### src/rtl/axdec_pkg.sv
package axdec_pkg;
  localparam logic [1:0] RESP_OKAY   = 2'b00;
  localparam logic [1:0] RESP_DECERR = 2'b11;

  typedef enum logic [1:0] {WR_IDLE, WR_DATA, WR_RESP} wr_state_e;
  typedef enum logic       {RD_IDLE, RD_DATA}          rd_state_e;
endpackage

### src/rtl/axdec_region_match.sv
module axdec_region_match #(
  parameter int NSLV = 2,
  parameter int AW   = 16,
  parameter int IW   = $clog2(NSLV + 1),
  parameter logic [NSLV*AW-1:0] BASES = '0,
  parameter logic [NSLV*AW-1:0] SIZES = '0
) (
  input  logic [AW-1:0] addr,
  output logic          hit,
  output logic [IW-1:0] idx,
  output logic [AW:0]   lim
);
  logic [NSLV-1:0] inr;
  logic [AW:0]     ends [NSLV];
  logic [AW:0]     addr_x;

  assign addr_x = {1'b0, addr};

  // one comparator pair per region; end kept one bit wider to avoid wrap
  for (genvar g = 0; g < NSLV; g++) begin : g_rgn
    localparam logic [AW:0] BASE_X = {1'b0, BASES[g*AW +: AW]};
    localparam logic [AW:0] SIZE_X = {1'b0, SIZES[g*AW +: AW]};
    assign ends[g] = BASE_X + SIZE_X;
    assign inr[g]  = (addr_x >= BASE_X) && (addr_x < ends[g]);
  end

  // priority pick: scanning downwards leaves the lowest matching index
  always_comb begin
    hit = |inr;
    idx = IW'(NSLV);
    lim = '0;
    for (int k = NSLV - 1; k >= 0; k--) begin
      if (inr[k]) begin
        idx = IW'(k);
        lim = ends[k];
      end
    end
  end
endmodule

### src/rtl/axdec_wr_path.sv
module axdec_wr_path
  import axdec_pkg::*;
#(
  parameter int NSLV = 2,
  parameter int AW   = 16,
  parameter int IW   = $clog2(NSLV + 1)
) (
  input  logic              clk,
  input  logic              rst_n,
  input  logic [AW-1:0]     s_awaddr,
  input  logic              hit,
  input  logic [IW-1:0]     hit_idx,
  input  logic [AW:0]       hit_lim,
  input  logic              s_awvalid,
  output logic              s_awready,
  output logic [NSLV-1:0]   m_awvalid,
  input  logic [NSLV-1:0]   m_awready,
  input  logic              s_wvalid,
  input  logic              s_wlast,
  output logic              s_wready,
  output logic [NSLV-1:0]   m_wvalid,
  input  logic [NSLV-1:0]   m_wready,
  input  logic [2*NSLV-1:0] m_bresp,
  input  logic [NSLV-1:0]   m_bvalid,
  output logic [NSLV-1:0]   m_bready,
  output logic [1:0]        s_bresp,
  output logic              s_bvalid,
  input  logic              s_bready,
  output logic [IW-1:0]     dec_idx
);
  wr_state_e     st, st_nx;
  logic [IW-1:0] sel, sel_nx;
  logic          sel_en;
  logic          dflt;
  logic          aw_rdy_sel, w_rdy_sel, b_vld_sel;
  logic [1:0]    b_resp_sel;
  logic          aw_hs, w_last_hs, b_hs;

  assign dflt    = (sel == IW'(NSLV));
  assign dec_idx = sel;

  // per-port views of the handshake inputs
  always_comb begin
    aw_rdy_sel = 1'b1;
    w_rdy_sel  = 1'b1;
    b_vld_sel  = 1'b1;
    b_resp_sel = RESP_DECERR;
    for (int k = 0; k < NSLV; k++) begin
      if (hit && hit_idx == IW'(k)) aw_rdy_sel = m_awready[k];
      if (sel == IW'(k)) begin
        w_rdy_sel  = m_wready[k];
        b_vld_sel  = m_bvalid[k];
        b_resp_sel = m_bresp[2*k +: 2];
      end
    end
  end

  assign s_awready = (st == WR_IDLE) && aw_rdy_sel;
  assign s_wready  = (st == WR_DATA) && w_rdy_sel;
  assign s_bvalid  = (st == WR_RESP) && b_vld_sel;
  assign s_bresp   = b_resp_sel;

  assign aw_hs     = s_awvalid && s_awready;
  assign w_last_hs = s_wvalid && s_wready && s_wlast;
  assign b_hs      = s_bvalid && s_bready;

  for (genvar g = 0; g < NSLV; g++) begin : g_port
    assign m_awvalid[g] = (st == WR_IDLE) && s_awvalid && hit && (hit_idx == IW'(g));
    assign m_wvalid[g]  = (st == WR_DATA) && s_wvalid && (sel == IW'(g));
    assign m_bready[g]  = (st == WR_RESP) && s_bready && (sel == IW'(g));
  end

  always_comb begin
    st_nx  = st;
    sel_nx = sel;
    sel_en = 1'b0;
    case (st)
      WR_IDLE: if (aw_hs) begin
        st_nx  = WR_DATA;
        sel_nx = hit ? hit_idx : IW'(NSLV);
        sel_en = 1'b1;
      end
      WR_DATA: if (w_last_hs) st_nx = WR_RESP;
      WR_RESP: if (b_hs)      st_nx = WR_IDLE;
      default: st_nx = WR_IDLE;
    endcase
  end

  always_ff @(posedge clk or negedge rst_n) begin
    if (!rst_n) begin
      st  <= WR_IDLE;
      sel <= '0;
    end else begin
      st <= st_nx;
      if (sel_en) sel <= sel_nx;
    end
  end

  // valid reaches at most one port, and only for an in-range address
  a_r1_aw_onehot: assert property (@(posedge clk) disable iff (!rst_n)
    $onehot0(m_awvalid));
  a_r1_w_onehot: assert property (@(posedge clk) disable iff (!rst_n)
    $onehot0(m_wvalid));
  a_r1_aw_inside: assert property (@(posedge clk) disable iff (!rst_n)
    (m_awvalid != '0) |-> ({1'b0, s_awaddr} < hit_lim));
  // default responder answers the cycle after the last data beat
  a_r3_dflt_bresp: assert property (@(posedge clk) disable iff (!rst_n)
    (w_last_hs && dflt) |=> (s_bvalid && s_bresp == RESP_DECERR));
  // no new write address while a response is pending
  a_r8_aw_blocked: assert property (@(posedge clk) disable iff (!rst_n)
    s_bvalid |-> !s_awready);
endmodule

### src/rtl/axdec_rd_path.sv
module axdec_rd_path
  import axdec_pkg::*;
#(
  parameter int NSLV = 2,
  parameter int AW   = 16,
  parameter int DW   = 32,
  parameter int LW   = 8,
  parameter int IW   = $clog2(NSLV + 1)
) (
  input  logic               clk,
  input  logic               rst_n,
  input  logic [AW-1:0]      s_araddr,
  input  logic [LW-1:0]      s_arlen,
  input  logic               hit,
  input  logic [IW-1:0]      hit_idx,
  input  logic [AW:0]        hit_lim,
  input  logic               s_arvalid,
  output logic               s_arready,
  output logic [NSLV-1:0]    m_arvalid,
  input  logic [NSLV-1:0]    m_arready,
  input  logic [DW*NSLV-1:0] m_rdata,
  input  logic [2*NSLV-1:0]  m_rresp,
  input  logic [NSLV-1:0]    m_rlast,
  input  logic [NSLV-1:0]    m_rvalid,
  output logic [NSLV-1:0]    m_rready,
  output logic [DW-1:0]      s_rdata,
  output logic [1:0]         s_rresp,
  output logic               s_rlast,
  output logic               s_rvalid,
  input  logic               s_rready,
  output logic [IW-1:0]      dec_idx
);
  localparam int BYTES = DW / 8;
  localparam logic [AW:0] STEP = (AW + 1)'(BYTES);

  rd_state_e     st, st_nx;
  logic [IW-1:0] sel, sel_nx;
  logic [AW:0]   lim, lim_nx;
  logic [AW:0]   baddr, baddr_nx;
  logic [LW-1:0] cnt, cnt_nx;
  logic [LW-1:0] len, len_nx;
  logic          ld_en, beat_en;
  logic          dflt, beyond, last;
  logic          ar_rdy_sel, r_vld_sel, r_last_sel;
  logic [DW-1:0] r_data_sel;
  logic [1:0]    r_resp_sel;
  logic          ar_hs, r_hs;

  assign dflt    = (sel == IW'(NSLV));
  assign dec_idx = sel;
  assign beyond  = (baddr >= lim);

  always_comb begin
    ar_rdy_sel = 1'b1;
    r_vld_sel  = 1'b0;
    r_last_sel = 1'b0;
    r_data_sel = '0;
    r_resp_sel = RESP_DECERR;
    for (int k = 0; k < NSLV; k++) begin
      if (hit && hit_idx == IW'(k)) ar_rdy_sel = m_arready[k];
      if (sel == IW'(k)) begin
        r_vld_sel  = m_rvalid[k];
        r_last_sel = m_rlast[k];
        r_data_sel = m_rdata[k*DW +: DW];
        r_resp_sel = m_rresp[2*k +: 2];
      end
    end
  end

  // beats past the selected region are overridden to a decode error
  assign last      = dflt ? (cnt == len) : r_last_sel;
  assign s_arready = (st == RD_IDLE) && ar_rdy_sel;
  assign s_rvalid  = (st == RD_DATA) && (dflt || r_vld_sel);
  assign s_rdata   = (dflt || beyond) ? '0 : r_data_sel;
  assign s_rresp   = (dflt || beyond) ? RESP_DECERR : r_resp_sel;
  assign s_rlast   = (st == RD_DATA) && last;

  assign ar_hs = s_arvalid && s_arready;
  assign r_hs  = s_rvalid && s_rready;

  for (genvar g = 0; g < NSLV; g++) begin : g_port
    assign m_arvalid[g] = (st == RD_IDLE) && s_arvalid && hit && (hit_idx == IW'(g));
    assign m_rready[g]  = (st == RD_DATA) && s_rready && (sel == IW'(g));
  end

  always_comb begin
    st_nx    = st;
    sel_nx   = sel;
    lim_nx   = lim;
    baddr_nx = baddr;
    cnt_nx   = cnt;
    len_nx   = len;
    ld_en    = 1'b0;
    beat_en  = 1'b0;
    case (st)
      RD_IDLE: if (ar_hs) begin
        st_nx    = RD_DATA;
        sel_nx   = hit ? hit_idx : IW'(NSLV);
        lim_nx   = hit_lim;
        baddr_nx = {1'b0, s_araddr};
        cnt_nx   = '0;
        len_nx   = s_arlen;
        ld_en    = 1'b1;
      end
      RD_DATA: if (r_hs) begin
        baddr_nx = baddr + STEP;
        cnt_nx   = cnt + 1'b1;
        beat_en  = 1'b1;
        if (last) st_nx = RD_IDLE;
      end
      default: st_nx = RD_IDLE;
    endcase
  end

  always_ff @(posedge clk or negedge rst_n) begin
    if (!rst_n) begin
      st    <= RD_IDLE;
      sel   <= '0;
      lim   <= '0;
      baddr <= '0;
      cnt   <= '0;
      len   <= '0;
    end else begin
      st <= st_nx;
      if (ld_en) begin
        sel <= sel_nx;
        lim <= lim_nx;
        len <= len_nx;
      end
      if (ld_en || beat_en) begin
        baddr <= baddr_nx;
        cnt   <= cnt_nx;
      end
    end
  end

  // read valid to at most one port, only for an in-range address
  a_r1_ar_onehot: assert property (@(posedge clk) disable iff (!rst_n)
    $onehot0(m_arvalid));
  a_r1_ar_inside: assert property (@(posedge clk) disable iff (!rst_n)
    (m_arvalid != '0) |-> ({1'b0, s_araddr} < hit_lim));
  // nothing is returned after the beat marked last
  a_r4_no_extra_beat: assert property (@(posedge clk) disable iff (!rst_n)
    (r_hs && s_rlast) |=> !s_rvalid);
  // a success code is only ever seen inside the selected region
  a_r5_okay_inside: assert property (@(posedge clk) disable iff (!rst_n)
    (s_rvalid && s_rresp == RESP_OKAY) |-> (!dflt && baddr < lim));
  // a stalled default beat does not change
  a_r10_dflt_hold: assert property (@(posedge clk) disable iff (!rst_n)
    (s_rvalid && !s_rready && dflt) |=>
      (s_rvalid && $stable(s_rdata) && $stable(s_rresp) && $stable(s_rlast)));
endmodule

### src/rtl/axi_addr_decoder.sv
module axi_addr_decoder #(
  parameter int NSLV = 2,
  parameter int AW   = 16,
  parameter int DW   = 32,
  parameter int LW   = 8,
  parameter logic [NSLV*AW-1:0] REGION_BASE = {16'h1800, 16'h1000},
  parameter logic [NSLV*AW-1:0] REGION_SIZE = {16'h1000, 16'h1000},
  localparam int IW  = $clog2(NSLV + 1),
  localparam int SW  = DW / 8
) (
  input  logic               clk,
  input  logic               rst_n,
  input  logic [AW-1:0]      s_awaddr,
  input  logic [LW-1:0]      s_awlen,
  input  logic               s_awvalid,
  output logic               s_awready,
  input  logic [DW-1:0]      s_wdata,
  input  logic [SW-1:0]      s_wstrb,
  input  logic               s_wlast,
  input  logic               s_wvalid,
  output logic               s_wready,
  output logic [1:0]         s_bresp,
  output logic               s_bvalid,
  input  logic               s_bready,
  input  logic [AW-1:0]      s_araddr,
  input  logic [LW-1:0]      s_arlen,
  input  logic               s_arvalid,
  output logic               s_arready,
  output logic [DW-1:0]      s_rdata,
  output logic [1:0]         s_rresp,
  output logic               s_rlast,
  output logic               s_rvalid,
  input  logic               s_rready,
  output logic [AW-1:0]      m_awaddr,
  output logic [LW-1:0]      m_awlen,
  output logic [NSLV-1:0]    m_awvalid,
  input  logic [NSLV-1:0]    m_awready,
  output logic [DW-1:0]      m_wdata,
  output logic [SW-1:0]      m_wstrb,
  output logic               m_wlast,
  output logic [NSLV-1:0]    m_wvalid,
  input  logic [NSLV-1:0]    m_wready,
  input  logic [2*NSLV-1:0]  m_bresp,
  input  logic [NSLV-1:0]    m_bvalid,
  output logic [NSLV-1:0]    m_bready,
  output logic [AW-1:0]      m_araddr,
  output logic [LW-1:0]      m_arlen,
  output logic [NSLV-1:0]    m_arvalid,
  input  logic [NSLV-1:0]    m_arready,
  input  logic [DW*NSLV-1:0] m_rdata,
  input  logic [2*NSLV-1:0]  m_rresp,
  input  logic [NSLV-1:0]    m_rlast,
  input  logic [NSLV-1:0]    m_rvalid,
  output logic [NSLV-1:0]    m_rready,
  output logic [IW-1:0]      wr_dec_idx,
  output logic [IW-1:0]      rd_dec_idx
);
  logic          aw_hit, ar_hit;
  logic [IW-1:0] aw_idx, ar_idx;
  logic [AW:0]   aw_lim, ar_lim;

  // payload is broadcast; only the valids are steered
  assign m_awaddr = s_awaddr;
  assign m_awlen  = s_awlen;
  assign m_wdata  = s_wdata;
  assign m_wstrb  = s_wstrb;
  assign m_wlast  = s_wlast;
  assign m_araddr = s_araddr;
  assign m_arlen  = s_arlen;

  axdec_region_match #(.NSLV(NSLV), .AW(AW), .IW(IW),
                       .BASES(REGION_BASE), .SIZES(REGION_SIZE)) u_aw_match (
    .addr(s_awaddr), .hit(aw_hit), .idx(aw_idx), .lim(aw_lim));

  axdec_region_match #(.NSLV(NSLV), .AW(AW), .IW(IW),
                       .BASES(REGION_BASE), .SIZES(REGION_SIZE)) u_ar_match (
    .addr(s_araddr), .hit(ar_hit), .idx(ar_idx), .lim(ar_lim));

  axdec_wr_path #(.NSLV(NSLV), .AW(AW), .IW(IW)) u_wr (
    .clk(clk), .rst_n(rst_n), .s_awaddr(s_awaddr),
    .hit(aw_hit), .hit_idx(aw_idx), .hit_lim(aw_lim),
    .s_awvalid(s_awvalid), .s_awready(s_awready),
    .m_awvalid(m_awvalid), .m_awready(m_awready),
    .s_wvalid(s_wvalid), .s_wlast(s_wlast), .s_wready(s_wready),
    .m_wvalid(m_wvalid), .m_wready(m_wready),
    .m_bresp(m_bresp), .m_bvalid(m_bvalid), .m_bready(m_bready),
    .s_bresp(s_bresp), .s_bvalid(s_bvalid), .s_bready(s_bready),
    .dec_idx(wr_dec_idx));

  axdec_rd_path #(.NSLV(NSLV), .AW(AW), .DW(DW), .LW(LW), .IW(IW)) u_rd (
    .clk(clk), .rst_n(rst_n), .s_araddr(s_araddr), .s_arlen(s_arlen),
    .hit(ar_hit), .hit_idx(ar_idx), .hit_lim(ar_lim),
    .s_arvalid(s_arvalid), .s_arready(s_arready),
    .m_arvalid(m_arvalid), .m_arready(m_arready),
    .m_rdata(m_rdata), .m_rresp(m_rresp), .m_rlast(m_rlast),
    .m_rvalid(m_rvalid), .m_rready(m_rready),
    .s_rdata(s_rdata), .s_rresp(s_rresp), .s_rlast(s_rlast),
    .s_rvalid(s_rvalid), .s_rready(s_rready),
    .dec_idx(rd_dec_idx));
endmodule

### config.mk
export PLATFORM = sky130hd
export DESIGN_NAME = axi_addr_decoder
export DESIGN_NICKNAME = d
export VERILOG_FILES = /design/src/rtl/axdec_pkg.sv /design/src/rtl/axdec_region_match.sv /design/src/rtl/axdec_wr_path.sv /design/src/rtl/axdec_rd_path.sv /design/src/rtl/axi_addr_decoder.sv
export SDC_FILE = /design/constraint.sdc
export NUM_CORES = 1
export LEC_CHECK = 0
export BUFFER_PORTS_ARGS = -buffer_cell sky130_fd_sc_hd__buf_2
export CORE_MARGIN = 4
export CORE_UTILIZATION = 25
export CTS_CLUSTER_DIAMETER = 80
export CTS_CLUSTER_SIZE = 8
export DETAILED_ROUTE_END_ITERATION = 16
export PLACE_DENSITY = 0.55
export RECOVER_POWER = 25
export SYNTH_ARGS = -nofsm -noshare
export SYNTH_HDL_FRONTEND = slang
export SYNTH_SLANG_ARGS = --single-unit
### constraint.sdc
create_clock -name clk -period 4.6 [get_ports clk]
set_input_delay 0.23 -clock clk [delete_from_list [all_inputs] [get_ports clk]]
set_output_delay 0.23 -clock clk [all_outputs]
set_load 0.02 [all_outputs]
==> flow_summary.yaml, run 1 <==
drt:
  vias: 3536
  drt_iter0_drc: 154
  drtAntennaViolNets: 0
  drt_first_pass_iters: 5
  wl_met1_mm: 5.052
  detail_route.wl_per_cell_um: 19.23
  met3_wirelength_mm: 1.420
  top_layer: "met5"
  via_per_inst: 4.804
  drc: 0
  totalWireLength_mm: 14.15
  dr_wl_met2_mm: 7.340
global_route:
  grt-ovfl-total: 0
  grt_pass1_vias: 3585
  grt.total_usage_pct: 15.81
  antenna_found_initial: 1
  grt_pass1_wl_mm: 20.05
  grt_max_degree: 43
synthesis:
  muxShareOfSynthArea_pct: 10.16
  yosys.area_share.simple_pct: 21.90
  yosys.area.top_type: "dfrtp_1"
  synth_seq_area_share_pct: 28.84
  synthTopCellsByArea: "dfrtp_1 (29%), buf_4 (18%), mux2i_1 (10%), nor2_1 (5.8%), nand2_1 (5.5%)"
  synthArstFlopShare_pct: 100.0
  synth_edf_count: 0
  synthFlopType: "dfrtp_1"
  synth_top_family_by_area: "buffers and inverters"
  synth-compound-area-share_pct: 12.08
  synth_common_cells: "buf_4 (87), nor2_1 (56), nand2_1 (53), dfrtp_1 (42), mux2i_1 (37)"
  yosys.cell_count.top_type: "buf_4"
  synth_area_um2: 3645
  synthAdderAreaFrac_pct: 1.716
  synth_nets: 626
  synth_cell_types: 54
  avgSynthCellArea_um2: 8.190
  synth_top_cell_area_share_pct: 28.84
  ys_warn_count: 0
  synthCells: 445
  synth_xor_area_share_pct: 3.364
  synth_seq_cells: 42
sta:
  fin_setup_tns_ps: 0
  fmax_mhz: 327.1
  drv_slew: 0
  slew_headroom_pct: 30.61
  finalHoldViolCount: 0
  min_period_ps: 3057
  min_period_over_period_pct: 66.47
  finalSetupViolCount: 0
  skew_ps: 2.505
  rsz0062_at_grt: "no"
  tightestPinTransition_ps: 1041
run_status:
  status: "finished, final reports clean"
die:
  core-area_um2: 14100
  die_w_um: 128.7
  num_rows: 43
  die_h_um: 128.7
  pin_count: 317
  initial_core_util_pct: 25.86
  die-area_um2: 16580
finish:
  design_area_um2: 4297
  antenna_cells: 0
  final_nets: 737
  drive_above_1_share_pct: 40.65
  postLayoutCoreUtil_pct: 30.48
  area_growth_pct: 17.89
worst_setup_path:
  crit_required_ps: 4370
  critPathMaxFanout: 34
  r2r.worst_path.cells: 5
  r2r_start: "u_rd.st"
  critPathKind: "flop to primary output"
  end_kind: "primary output"
  reg2reg_to: "u_rd.dec_idx[1]"
  start_kind: "flop"
  r2r_setup_slack_ps: 2060
  cp.arrival_ps: 2830
placed_design:
  hpwl_mm: 11.77
  placed_area_um2: 4163
  gp_congestion: 0.9099
  portBuffers: 206
run:
  cap_violations: 0
clock_network:
  cts_sinks: 42
  clock_latency_ps: 280
  cts.clk_slew.worst_paths_ps: 60
  cts_tree: "yes"
  post_cts_buffers: 0
  numCtsBuffers: 5
  cts_max_level: 2
  cts_hold_buf: 0
  cts_resized: 0
  clock_path_buffers: 2
  root_buffer: "clkbuf_16"
pwr:
  p_per_area_nw_per_um2: 435.0
  leakage_nw: 2.149
  seqPwrFrac_pct: 36.6
  p_int_w: 0.001043
  ir_worst_vdd_uv: 192.8
  p_sw_w: 0.0008263
  switching_share_pct: 44.20
  clkPwrFrac_pct: 18.0
  power_frac_comb_pct: 45.5
hold_path:
  worstHoldPathType: "primary input to async pin"
[cell usage in the layout (no fill, tap or decap), types with 3 or more instances in the layout]
| master | instances |
|---|---|
| nor3_1 | 7 |
| a21oi_1 | 15 |
| mux2i_1 | 37 |
| nand3b_1 | 4 |
| nor4b_1 | 6 |
| nand2_1 | 53 |
| a22o_1 | 4 |
| dfrtp_1 | 41 |
| nand4_1 | 8 |
| nor2b_1 | 3 |
| nor4_1 | 6 |
| inv_1 | 10 |
| o21ai_0 | 13 |
| buf_2 | 205 |
| nand3_1 | 8 |
| buf_4 | 3 |
| xor2_1 | 14 |
| a211o_1 | 3 |
| ha_1 | 5 |
| o22ai_1 | 6 |
| nor2_1 | 56 |
| a31oi_1 | 3 |
| clkbuf_16 | 5 |
[per-stage QoR]
stage	hold WS, ps	setup WS, ps	total power, W	instances
4_1_cts	154.2	1539	0.001897	736
3_3_place_gp	445.3	1943	0.001532	729
5_1_grt	171.8	1339	0.002029	736
6_report	103.1	1543	0.001869	736
3_5_place_dp	448.1	1879	0.001549	729
2_1_floorplan	-65.59	2451	0.001334	445
[power by group through the flow]
stage | clock network (W) | registers (W) | logic [W]
finish | 0.000336 | 0.000683 | 0.000850
global route | 0.000365 | 0.000706 | 0.000958
CTS | 0.000349 | 0.000683 | 0.000864
detailed placement | 0 | 0.000688 | 0.000861
global placement | 0 | 0.000682 | 0.000850
floorplan | 0 | 0.000639 | 0.000694
[worst max path at each step]
stage | from | end | slack [ps] | cells past startpoint
3_5_place_dp | u_rd.baddr[11] | s_rdata[8] | 1880 | 8
6_report | u_rd.baddr[11] | s_rdata[8] | 1540 | 8
2_1_floorplan | u_rd.dec_idx[1] | s_rdata[10] | 2450 | 5
4_1_cts | u_rd.baddr[11] | s_rdata[8] | 1540 | 8
3_3_place_gp | u_rd.dec_idx[1] | s_rresp[0] | 1940 | 4
5_1_grt | u_rd.baddr[11] | s_rdata[8] | 1340 | 8
[cell type report]
| type | count | area [µm²] |
|---|---|---|
| fill | 1557 | 9799 |
| multi-input combinational | 288 | 1794 |
| sequential | 42 | 1052 |
| timing repair buffer | 209 | 1052 |
| tap | 180 | 225.2 |
| clock buffer | 5 | 125.1 |
| inverter | 10 | 37.54 |
| clock inverter | 2 | 10.01 |
[registers in the layout (all words and copies together), names as in the netlist]
name	flops
u_rd.len	8
u_wr.st	2
u_wr.dec_idx	2
u_rd.lim	2
u_rd.baddr	17
u_rd.dec_idx	2
u_rd.cnt	8
u_rd.st	1
[per-layer routing]
metal / global-route usage, % / vias up
li1: - / 1670
met1: 17.02 / 1616
met2: 30.40 / 222
met3: 3.778 / 26
met4: 4.571 / 2
met5: 0 / -
[worst max-delay path, cell delays in order, from the launching register on]
cell,delay [ps]
dfrtp_1,360
inv_1,80
ha_1,280
nor4b_1,280
nand3_1,120
nand3b_1,140
a211o_1,830
nor2_1,230
buf_2,230
[kinds of logic (layout without fill, tap and decap cells)]
family,after synthesis,after routing
simple gates,167,167
buf+inv,115,226
compound gates,65,65
flops,42,42
mux,37,37
xor+xnor,14,14
fa+ha+maj,5,5
No activity file was read; power rests on OpenSTA's default activity.
==> inputs of run 2 (changes only) <==
Settings changed: ABC_AREA set to 1.
Clock period 4.6 ns to 2.7 ns, I/O delays scaled along.
==> run 2 against run 1 <==
The run now ends with negative hold slack left; largest cell class unchanged; non-clock buffer count is 2 higher; clock power increased by 88%; power is 110% higher; clock-buffer cell count is the same; utilization is 0.41 points lower; largest power group unchanged; routed wire length is 6.8% lower; synthesized cell count up 35%.
==> flow_summary.yaml, run 2 <==
run_status:
  status: "finished, violations left"
  failed_checks: "negative hold slack"
worst_setup_path:
  start_kind: "flop"
  reg2reg_to: "u_rd.baddr[3]"
  crit_required_ps: 2570
  r2r_setup_slack_ps: 1080
  worstPathBufferInverterCount: 3
  r2r.worst_path.cells: 9
  critPathKind: "flop to primary output"
  end_kind: "primary output"
  crit_chain: "inv_1 -> ha_1 -> nand4_1 -> nor2_1 -> nand4_1 -> nand3_1 -> buf_4 -> nor2_1 -> buf_2"
  critPathMaxFanout: 32
  slowest_stage: "dfrtp_1"
  cp.arrival_ps: 2140
  r2r_start: "u_rd.dec_idx[0]"
  slowest_delay_ps: 410
  critical_path.top_delay_family: "buffers and inverters"
drt:
  vias: 3988
  drtAntennaViolNets: 0
  via_per_inst: 4.288
  detail_route.wl_per_cell_um: 14.18
  drt_first_pass_iters: 4
  drc: 0
  drt_iter0_drc: 131
  totalWireLength_mm: 13.19
die:
  die_w_um: 134.7
  die_h_um: 134.7
  die-area_um2: 18150
  pin_count: 317
  core-area_um2: 15830
  num_rows: 46
  initial_core_util_pct: 25.37
finish:
  largest_register: "u_rd.baddr"
  postLayoutCoreUtil_pct: 30.07
  biggestRegsByFlops: "u_rd.baddr: 17 flops, u_rd.cnt: 8 flops, u_rd.len: 8 flops"
  final_cell_mix: "buf_2 (205), nand2_1 (140), inv_1 (76)"
  antenna_cells: 0
  final_nets: 894
  design_area_um2: 4760
  area_growth_pct: 18.54
  largest_reg_flops: 17
  layout_commonest_cell: "buf_2"
  stdcell_count: 930
  drive_above_1_share_pct: 32.77
sta:
  drv_slew: 0
  skew_ps: 7.936
  tightestPinTransition_ps: 996.8
  min_period_over_period_pct: 84.24
  fin_setup_tns_ps: 0
  min_period_ps: 2275
  rsz0062_at_grt: "no"
  fmax_mhz: 439.6
  final.setup.worst_slack_ps: 425.4
  slew_headroom_pct: 33.55
  finalSetupViolCount: 0
  whs_ps: -3.663
  finalHoldViolCount: 1
synthesis:
  synth_edf_count: 0
  synthArstFlopShare_pct: 100.0
  ys_warn_count: 0
  synth_nets: 780
  synth-compound-area-share_pct: 12.53
  yosys.cell_count.top_type: "nand2_1"
  synthCells: 599
  synth_top_family_by_area: "simple AND/OR/NAND/NOR gates"
  yosys.area.top_type: "dfrtp_1"
  synth_area_um2: 4015
  synthAdderAreaFrac_pct: 1.558
  synthFlopType: "dfrtp_1"
  synth_seq_cells: 42
  synth_top_cell_area_share_pct: 26.18
  avgSynthCellArea_um2: 6.703
  synth_xor_area_share_pct: 3.490
  yosys.area_share.simple_pct: 29.76
  synthTopCellsByArea: "dfrtp_1 (26%), buf_4 (16%), nand2_1 (13%), inv_1 (7.1%), a22o_1 (7.0%)"
  synth_seq_area_share_pct: 26.18
  muxShareOfSynthArea_pct: 0.2493
  synth_cell_types: 36
  synth_common_cells: "nand2_1 (140), buf_4 (85), inv_1 (76), nor2_1 (74), dfrtp_1 (42)"
global_route:
  grt_pass1_vias: 3924
  grt-ovfl-total: 0
  grt.total_usage_pct: 13.99
  grt_pass1_wl_mm: 20.20
  grt_max_degree: 43
  antenna_found_initial: 0
clock_network:
  clock_latency_ps: 300
  numCtsBuffers: 5
  root_buffer: "clkbuf_16"
  clock_path_buffers: 2
  cts_sinks: 42
  post_cts_buffers: 0
  cts_resized: 0
  cts_hold_buf: 0
  cts.clk_slew.worst_paths_ps: 70
  cts_tree: "yes"
  cts_max_level: 2
pwr:
  p_per_area_nw_per_um2: 826.2
  leakage_nw: 2.605
  ir_worst_vdd_uv: 333.2
placed_design:
  pre_cts_ws_ps: 750.2
  portBuffers: 206
  dp_cells: 922
  gp_congestion: 0.7750
  hpwl_mm: 10.91
  placed_area_um2: 4611
run:
  cap_violations: 0
hold_path:
  worstHoldPathType: "primary input to async pin"
run 2: changes by cell type after synthesis, sizes merged, moves of 8 or more:
cell	before	now
nand2	53	145
inv	10	80
mux2i	37	1
a22o	4	32
nand3	8	32
o21ai	14	32
nor2	57	74
a21oi	16	1
xnor2	0	10
xor2	14	6
run 2: cell type report:
| cell class | instances | area (µm²) |
|---|---|---|
| timing repair buffer | 211 | 1067 |
| sequential | 42 | 1051 |
| tap | 216 | 270.3 |
| clock buffer | 5 | 125.1 |
| inverter | 81 | 307.8 |
| multi-input combinational | 372 | 1913 |
| clock inverter | 3 | 25.02 |
| fill | 1743 | 11070 |
run 2: stage by stage:
| step | hold slack [ps] | power [W] |
|---|---|---|
| 3_5_place_dp | 270.1 | 0.003343 |
| 5_1_grt | 59.57 | 0.004332 |
| 2_1_floorplan | -160.6 | 0.002863 |
| 6_report | -3.663 | 0.003932 |
| 4_1_cts | 33.71 | 0.004002 |
| 3_3_place_gp | 270.1 | 0.003339 |
run 2: how the worst max path moves through the flow:
stage | start | endpoint | slack, ps | cells after the start
floorplan | u_rd.baddr[11] | s_rdata[10] | 990 | 8
global placement | u_rd.baddr[13] | s_rdata[1] | 820 | 8
detailed placement | u_rd.baddr[11] | s_rdata[2] | 750 | 9
CTS | u_rd.baddr[11] | s_rdata[2] | 420 | 9
global route | u_rd.baddr[11] | s_rdata[2] | 240 | 9
finish | u_rd.baddr[11] | s_rdata[2] | 430 | 9
run 2: cells by family (layout without fill, tap and decap cells):
kind of cell	after synthesis	after routing
buffers and inverters	185	300
xor gates and xnor gates	16	16
adders and majority gates	5	5
DFF	42	42
AOI/OAI and AO/OA	71	71
and+or+nand+nor	279	279
muxes	1	1
run 2: routing by layer:
layer,track usage [%],up-vias,routed length [µm]
met1,15.63,1765,5091
met3,3.614,17,1143
met4,3.790,0,278
met5,0,-,0
met2,26.15,176,6673
li1,-,2030,-
run 2: where the power goes:
| part | total [W] | internal, W | leakage, nW | switching (W) |
|---|---|---|---|---|
| Combinational | 0.00218 | 0.000805 | 2.00 | 0.00137 |
| Sequential | 0.00112 | 0.000875 | 0.537 | 0.000246 |
| Clock | 0.000632 | 0.000348 | 0.0704 | 0.000284 |
| Total | 0.00393 | 0.00203 | 2.60 | 0.00190 |
